==> config.mk <==
export PLATFORM = sky130hd
export DESIGN_NAME = seg_xlate_unit
export DESIGN_NICKNAME = d
export VERILOG_FILES = /design/src/rtl/seg_xlate_pkg.sv /design/src/rtl/seg_desc_table.sv /design/src/rtl/seg_check.sv /design/src/rtl/seg_xlate_unit.sv
export SDC_FILE = /design/constraint.sdc
export NUM_CORES = 1
export LEC_CHECK = 0
export BUFFER_PORTS_ARGS = -buffer_cell sky130_fd_sc_hd__clkbuf_2
export CORE_UTILIZATION = 32
export DETAILED_ROUTE_END_ITERATION = 7
export PLACE_DENSITY = 0.53
export SYNTH_ARGS = -nofsm -noshare
export SYNTH_HDL_FRONTEND = slang
export SYNTH_SLANG_ARGS = --single-unit
==> constraint.sdc <==
create_clock -name clk -period 7.7 [get_ports clk]
set_input_delay 1.54 -clock clk [delete_from_list [all_inputs] [get_ports clk]]
set_output_delay 1.54 -clock clk [all_outputs]
set_load 0.01 [all_outputs]
==> src/rtl/seg_xlate_pkg.sv <==
package seg_xlate_pkg;
  typedef enum logic [2:0] {
    FLT_NONE    = 3'd0,
    FLT_SEGNUM  = 3'd1,
    FLT_INVALID = 3'd2,
    FLT_LIMIT   = 3'd3,
    FLT_PERM    = 3'd4
  } fault_e;

  localparam int unsigned ACC_W  = 2;
  localparam int unsigned PERM_W = 3;

  localparam logic [ACC_W-1:0] ACC_READ  = 2'd0;
  localparam logic [ACC_W-1:0] ACC_WRITE = 2'd1;
  localparam logic [ACC_W-1:0] ACC_EXEC  = 2'd2;
endpackage

==> src/rtl/seg_desc_table.sv <==
module seg_desc_table #(
  parameter int unsigned NSEG   = 16,
  parameter int unsigned BASE_W = 32,
  parameter int unsigned LIM_W  = 20,
  localparam int unsigned SEG_W = $clog2(NSEG)
) (
  input  logic                                clk,
  input  logic                                rst,
  input  logic                                wr_en,
  input  logic [SEG_W-1:0]                    wr_idx,
  input  logic [BASE_W-1:0]                   wr_base,
  input  logic [LIM_W-1:0]                    wr_limit,
  input  logic                                wr_valid,
  input  logic [seg_xlate_pkg::PERM_W-1:0]    wr_perm,
  input  logic [SEG_W-1:0]                    rd_idx,
  output logic [BASE_W-1:0]                   rd_base,
  output logic [LIM_W-1:0]                    rd_limit,
  output logic                                rd_valid,
  output logic [seg_xlate_pkg::PERM_W-1:0]    rd_perm
);
  import seg_xlate_pkg::*;

  // Field storage without reset so it maps onto distributed RAM.
  logic [BASE_W-1:0] base_mem [NSEG];
  logic [LIM_W-1:0]  lim_mem  [NSEG];
  logic [PERM_W-1:0] perm_mem [NSEG];
  logic [NSEG-1:0]   valid_q;

  always_ff @(posedge clk) begin
    if (wr_en) begin
      base_mem[wr_idx] <= wr_base;
      lim_mem[wr_idx]  <= wr_limit;
      perm_mem[wr_idx] <= wr_perm;
    end
  end

  // Validity flags are reset, one flop per entry.
  for (genvar g = 0; g < NSEG; g++) begin : g_valid
    always_ff @(posedge clk) begin
      if (rst)
        valid_q[g] <= 1'b0;
      else if (wr_en && (wr_idx == SEG_W'(g)))
        valid_q[g] <= wr_valid;
    end
  end

  assign rd_base  = base_mem[rd_idx];
  assign rd_limit = lim_mem[rd_idx];
  assign rd_perm  = perm_mem[rd_idx];
  assign rd_valid = valid_q[rd_idx];
endmodule

==> src/rtl/seg_check.sv <==
module seg_check #(
  parameter int unsigned SEG_W  = 4,
  parameter int unsigned BASE_W = 32,
  parameter int unsigned LIM_W  = 20
) (
  input  logic [SEG_W-1:0]                 seg,
  input  logic [LIM_W-1:0]                 ofs,
  input  logic [seg_xlate_pkg::ACC_W-1:0]  acc,
  input  logic [SEG_W:0]                   tbl_len,
  input  logic [BASE_W-1:0]                d_base,
  input  logic [LIM_W-1:0]                 d_limit,
  input  logic                             d_valid,
  input  logic [seg_xlate_pkg::PERM_W-1:0] d_perm,
  output seg_xlate_pkg::fault_e            fault,
  output logic [BASE_W-1:0]                paddr
);
  import seg_xlate_pkg::*;

  logic perm_ok;

  always_comb begin
    unique case (acc)
      ACC_READ:  perm_ok = d_perm[0];
      ACC_WRITE: perm_ok = d_perm[1];
      ACC_EXEC:  perm_ok = d_perm[2];
      default:   perm_ok = 1'b0;
    endcase
  end

  // Priority: range, validity, limit, permission.
  always_comb begin
    if ({1'b0, seg} >= tbl_len)
      fault = FLT_SEGNUM;
    else if (!d_valid)
      fault = FLT_INVALID;
    else if (ofs >= d_limit)
      fault = FLT_LIMIT;
    else if (!perm_ok)
      fault = FLT_PERM;
    else
      fault = FLT_NONE;
  end

  assign paddr = (fault == FLT_NONE) ? (d_base + BASE_W'(ofs)) : '0;
endmodule

==> src/rtl/seg_xlate_unit.sv <==
module seg_xlate_unit #(
  parameter int unsigned NSEG   = 16,
  parameter int unsigned BASE_W = 32,
  parameter int unsigned LIM_W  = 20,
  localparam int unsigned SEG_W = $clog2(NSEG)
) (
  input  logic              clk,
  input  logic              rst,
  input  logic              cfg_we,
  input  logic [SEG_W-1:0]  cfg_idx,
  input  logic [BASE_W-1:0] cfg_base,
  input  logic [LIM_W-1:0]  cfg_limit,
  input  logic              cfg_valid,
  input  logic [2:0]        cfg_perm,
  input  logic              len_we,
  input  logic [SEG_W:0]    len_val,
  input  logic              req_valid,
  input  logic [SEG_W-1:0]  req_seg,
  input  logic [LIM_W-1:0]  req_ofs,
  input  logic [1:0]        req_type,
  output logic              rsp_valid,
  output logic [2:0]        rsp_fault,
  output logic [BASE_W-1:0] rsp_paddr
);
  import seg_xlate_pkg::*;

  logic [SEG_W:0]    len_q;
  logic [BASE_W-1:0] d_base;
  logic [LIM_W-1:0]  d_limit;
  logic              d_valid;
  logic [PERM_W-1:0] d_perm;
  fault_e            fault_c;
  logic [BASE_W-1:0] paddr_c;

  always_ff @(posedge clk) begin
    if (rst)         len_q <= '0;
    else if (len_we) len_q <= len_val;
  end

  seg_desc_table #(.NSEG(NSEG), .BASE_W(BASE_W), .LIM_W(LIM_W)) tbl_i (
    .clk(clk), .rst(rst),
    .wr_en(cfg_we), .wr_idx(cfg_idx), .wr_base(cfg_base),
    .wr_limit(cfg_limit), .wr_valid(cfg_valid), .wr_perm(cfg_perm),
    .rd_idx(req_seg), .rd_base(d_base), .rd_limit(d_limit),
    .rd_valid(d_valid), .rd_perm(d_perm)
  );

  seg_check #(.SEG_W(SEG_W), .BASE_W(BASE_W), .LIM_W(LIM_W)) chk_logic_i (
    .seg(req_seg), .ofs(req_ofs), .acc(req_type), .tbl_len(len_q),
    .d_base(d_base), .d_limit(d_limit), .d_valid(d_valid), .d_perm(d_perm),
    .fault(fault_c), .paddr(paddr_c)
  );

  always_ff @(posedge clk) begin
    if (rst) begin
      rsp_valid <= 1'b0;
      rsp_fault <= '0;
      rsp_paddr <= '0;
    end else begin
      rsp_valid <= req_valid;
      if (req_valid) begin
        rsp_fault <= fault_c;
        rsp_paddr <= paddr_c;
      end
    end
  end
endmodule

==> results.json <==
{
  "status": "complete, but fails checks",
  "failed_checks": "DRC",
  "cp_cell_sequence": "buf_8 -> buf_12 -> buf_12 -> mux4_2 -> mux4_2 -> ha_1 -> a21oi_1 -> o21ai_0 -> a221o_1 -> a311o_1 -> a21oi_1 -> nor3b_1 -> xnor2_1 -> o21ai_0",
  "drc_errors": 26,
  "areaGrowthSynthToFinish_pct": 15.61,
  "htreeDepth": 3,
  "drive_above_1_share": 0.2868,
  "start_kind": "input port",
  "cts_tree": "yes",
  "via_per_inst": 5.153,
  "place.gp.congestion": 0.8317,
  "layout_min_cycle_time_ns": 5.672,
  "max_freq_ghz": 0.1763,
  "reg2reg_slack_ns": 3.35,
  "cts_root_buf": "clkbuf_16",
  "synthCells": 1753,
  "power_density_mw_per_mm2": 257.5,
  "whs_endpoint": "rsp_paddr[27]",
  "yosys.area.top_type": "edfxtp_1",
  "grt_max_degree": 50,
  "post-cts-setup-buffers": 0,
  "ant_nets": 0,
  "setup_ws_ns": 2.028,
  "drv_slew": 0,
  "drtIter0Drc": 1924,
  "hold_violations": 0,
  "die_w_microns": 342.5,
  "cp_top_family": "compound AO/OA/AOI/OAI gates",
  "slew_headroom": 0.2615,
  "synth.top_cells.by_count": "880 x edfxtp_1, 238 x mux4_2, 62 x nor2_1",
  "syn-num-nets": 1894,
  "ys_types": 65,
  "layout.nets": 2088,
  "synth_edf_count": 880,
  "grt_pass1_vias": 18780,
  "ctsHoldBuffers": 0,
  "dpl-instance-area_sq_mm": 0.03974,
  "ys_warn_count": 0,
  "setup_tns_ns": 0,
  "slowest_delay_ns": 0.58,
  "cts.repair.resized": 0,
  "cp.depth": 14,
  "seq_area_frac_synth": 0.7429,
  "p_leak_nw": 13.88,
  "routed_wl_mm": 96.07,
  "rr_endpoint": "rsp_paddr[26]",
  "power.total_mw": 11.05,
  "clk_pin_slew_ns": 0.06,
  "synth_top_area_share": 0.7122,
  "cts_inserted_buffers": 97,
  "max-vdd-ir-drop_v": 0.0001613,
  "numPortBuffers": 131,
  "overflow": 0,
  "start_util": 0.3236,
  "critical_path.max_fanout": 46,
  "fin_area_sq_mm": 0.04289,
  "rsz0062_at_grt": "no",
  "whs_path_depth": 2,
  "grt_antenna_before_repair": 10,
  "async_reset_ff_frac": 0,
  "insertion_delay_ns": 0.66,
  "grt_pass1_wl_mm": 136.1,
  "vias": 18240,
  "r2r_cells": 12,
  "cp.required_ns": 8.22,
  "row_count": 124,
  "synth.avg_cell_area_sq_um": 21.17,
  "die_h_microns": 342.5,
  "setup_viol": 0,
  "core_sq_mm": 0.1147,
  "hp-class": "register to register",
  "maxCapViolCount": 0,
  "clk_path_buf_depth": 3,
  "firstDrtPassIters": 7,
  "min_period_over_period": 0.7366,
  "tightest_slew_ns": 1.108,
  "r2r-start": "tbl_i.lim_mem[15][0]",
  "grtUsageTotal": 0.1635,
  "ios": 132,
  "wl_per_cell_microns": 27.15,
  "endpoint_kind": "register",
  "critPathKind": "input port to register",
  "synth_seq_cells": 937,
  "synth-main-ff-cell": "edfxtp_1",
  "worstPathBufferInverterCount": 3,
  "cts.sinks": 937,
  "hold_start": "rsp_paddr[27]",
  "yosysMostFrequentCell": "edfxtp_1",
  "dieArea_sq_mm": 0.1173,
  "synthTopCellsByArea": "edfxtp_1 71%, mux4_2 14%, dfxtp_1 3.1%",
  "crit_path_top_delay_cell": "a21oi_1",
  "syn_area_sq_mm": 0.03710,
  "cp.arrival_ns": 6.19,
  "dp_hpwl_mm": 54.96,
  "skew_ns": 0.02946,
  "place_ws_ns": 1.305
}
[registers in the layout, summed over array words and instances, names as in the netlist]
signal,cells
len_q,5
rsp_fault,3
rsp_valid,1
tbl_i.perm_mem,48
tbl_i.valid_q,16
tbl_i.base_mem,512
tbl_i.lim_mem,320
rsp_paddr,32
[tightest hold or removal path, cell delays in order (launching register included)]
cell	delay, ns
dfxtp_1	0.31
nand2_1	0.06
o21ai_1	0.05
[cell usage in the layout (no fill, tap or decap), types with 29 or more instances in the layout]
master / n
edfxtp_1: 880
mux4_2: 238
clkbuf_2: 128
clkbuf_16: 101
dfxtp_1: 57
nand2_1: 53
nor2_1: 50
a21oi_1: 46
ha_1: 44
buf_4: 43
inv_1: 34
mux2i_1: 31
o21ai_0: 29
[power breakdown]
part	switching [mW]	internal, mW	total [mW]	leakage (nW)
sequential	0.0218	5.67	5.69	8.41
combinational	0.456	0.303	0.760	3.94
clock	1.92	2.67	4.59	1.53
total	2.40	8.64	11.0	13.9
[layer usage]
layer / share of wire / GRT usage / wire, microns / vias to the layer above
li1: - / - / - / 7744
met5: 0.00080 / 0 / 77 / -
met2: 0.47 / 0.2591 / 45050 / 583
met4: 0.025 / 0.04641 / 2367 / 12
met1: 0.44 / 0.2240 / 41910 / 9742
met3: 0.069 / 0.03934 / 6670 / 156
[stage by stage]
stage | hold WS (ns) | cells | util
3_5_place_dp | 0.4541 | 3360 | 0.3466
6_report | 0.4654 | 3539 | 0.3741
3_3_place_gp | 0.4524 | 3360 | 0.3466
2_1_floorplan | 0.4487 | 1753 | -
4_1_cts | 0.4622 | 3534 | 0.3740
5_1_grt | 0.4731 | 3537 | 0.3741
[area by class of cell]
class	instances	area, sq um
multi-input combinational	698	9059
antenna	5	12.51
clock buffer	120	2649
sequential	937	27570
tap	1512	1892
inverter	35	133.9
timing repair buffer	178	1094
clock inverter	54	489.2
fill	10320	71760
[how the worst max path moves through the flow]
stage               start                to  slack, ns
3_3_place_gp   req_seg[0]     rsp_paddr[25]       1.39
6_report       req_seg[0]     rsp_paddr[25]       2.03
2_1_floorplan  cfg_idx[2]  tbl_i.valid_q[0]       1.11
3_5_place_dp   req_seg[0]     rsp_paddr[25]       1.30
4_1_cts        req_seg[0]     rsp_paddr[25]       2.01
5_1_grt        req_seg[0]     rsp_paddr[25]       1.68
[kinds of logic (layout without fill, tap and decap cells)]
group,after synthesis,in the layout,synth area share
DFF,937,937,0.7429
muxes,289,289,0.1670
and+or+nand+nor,169,169,0.02192
AOI/OAI and AO/OA,168,168,0.03035
buffers and inverters,118,387,0.01605
adders and majority gates,45,45,0.01538
xor gates and xnor gates,27,27,0.006373
other,0,5,0
No activity file was read; power rests on OpenSTA's default activity.
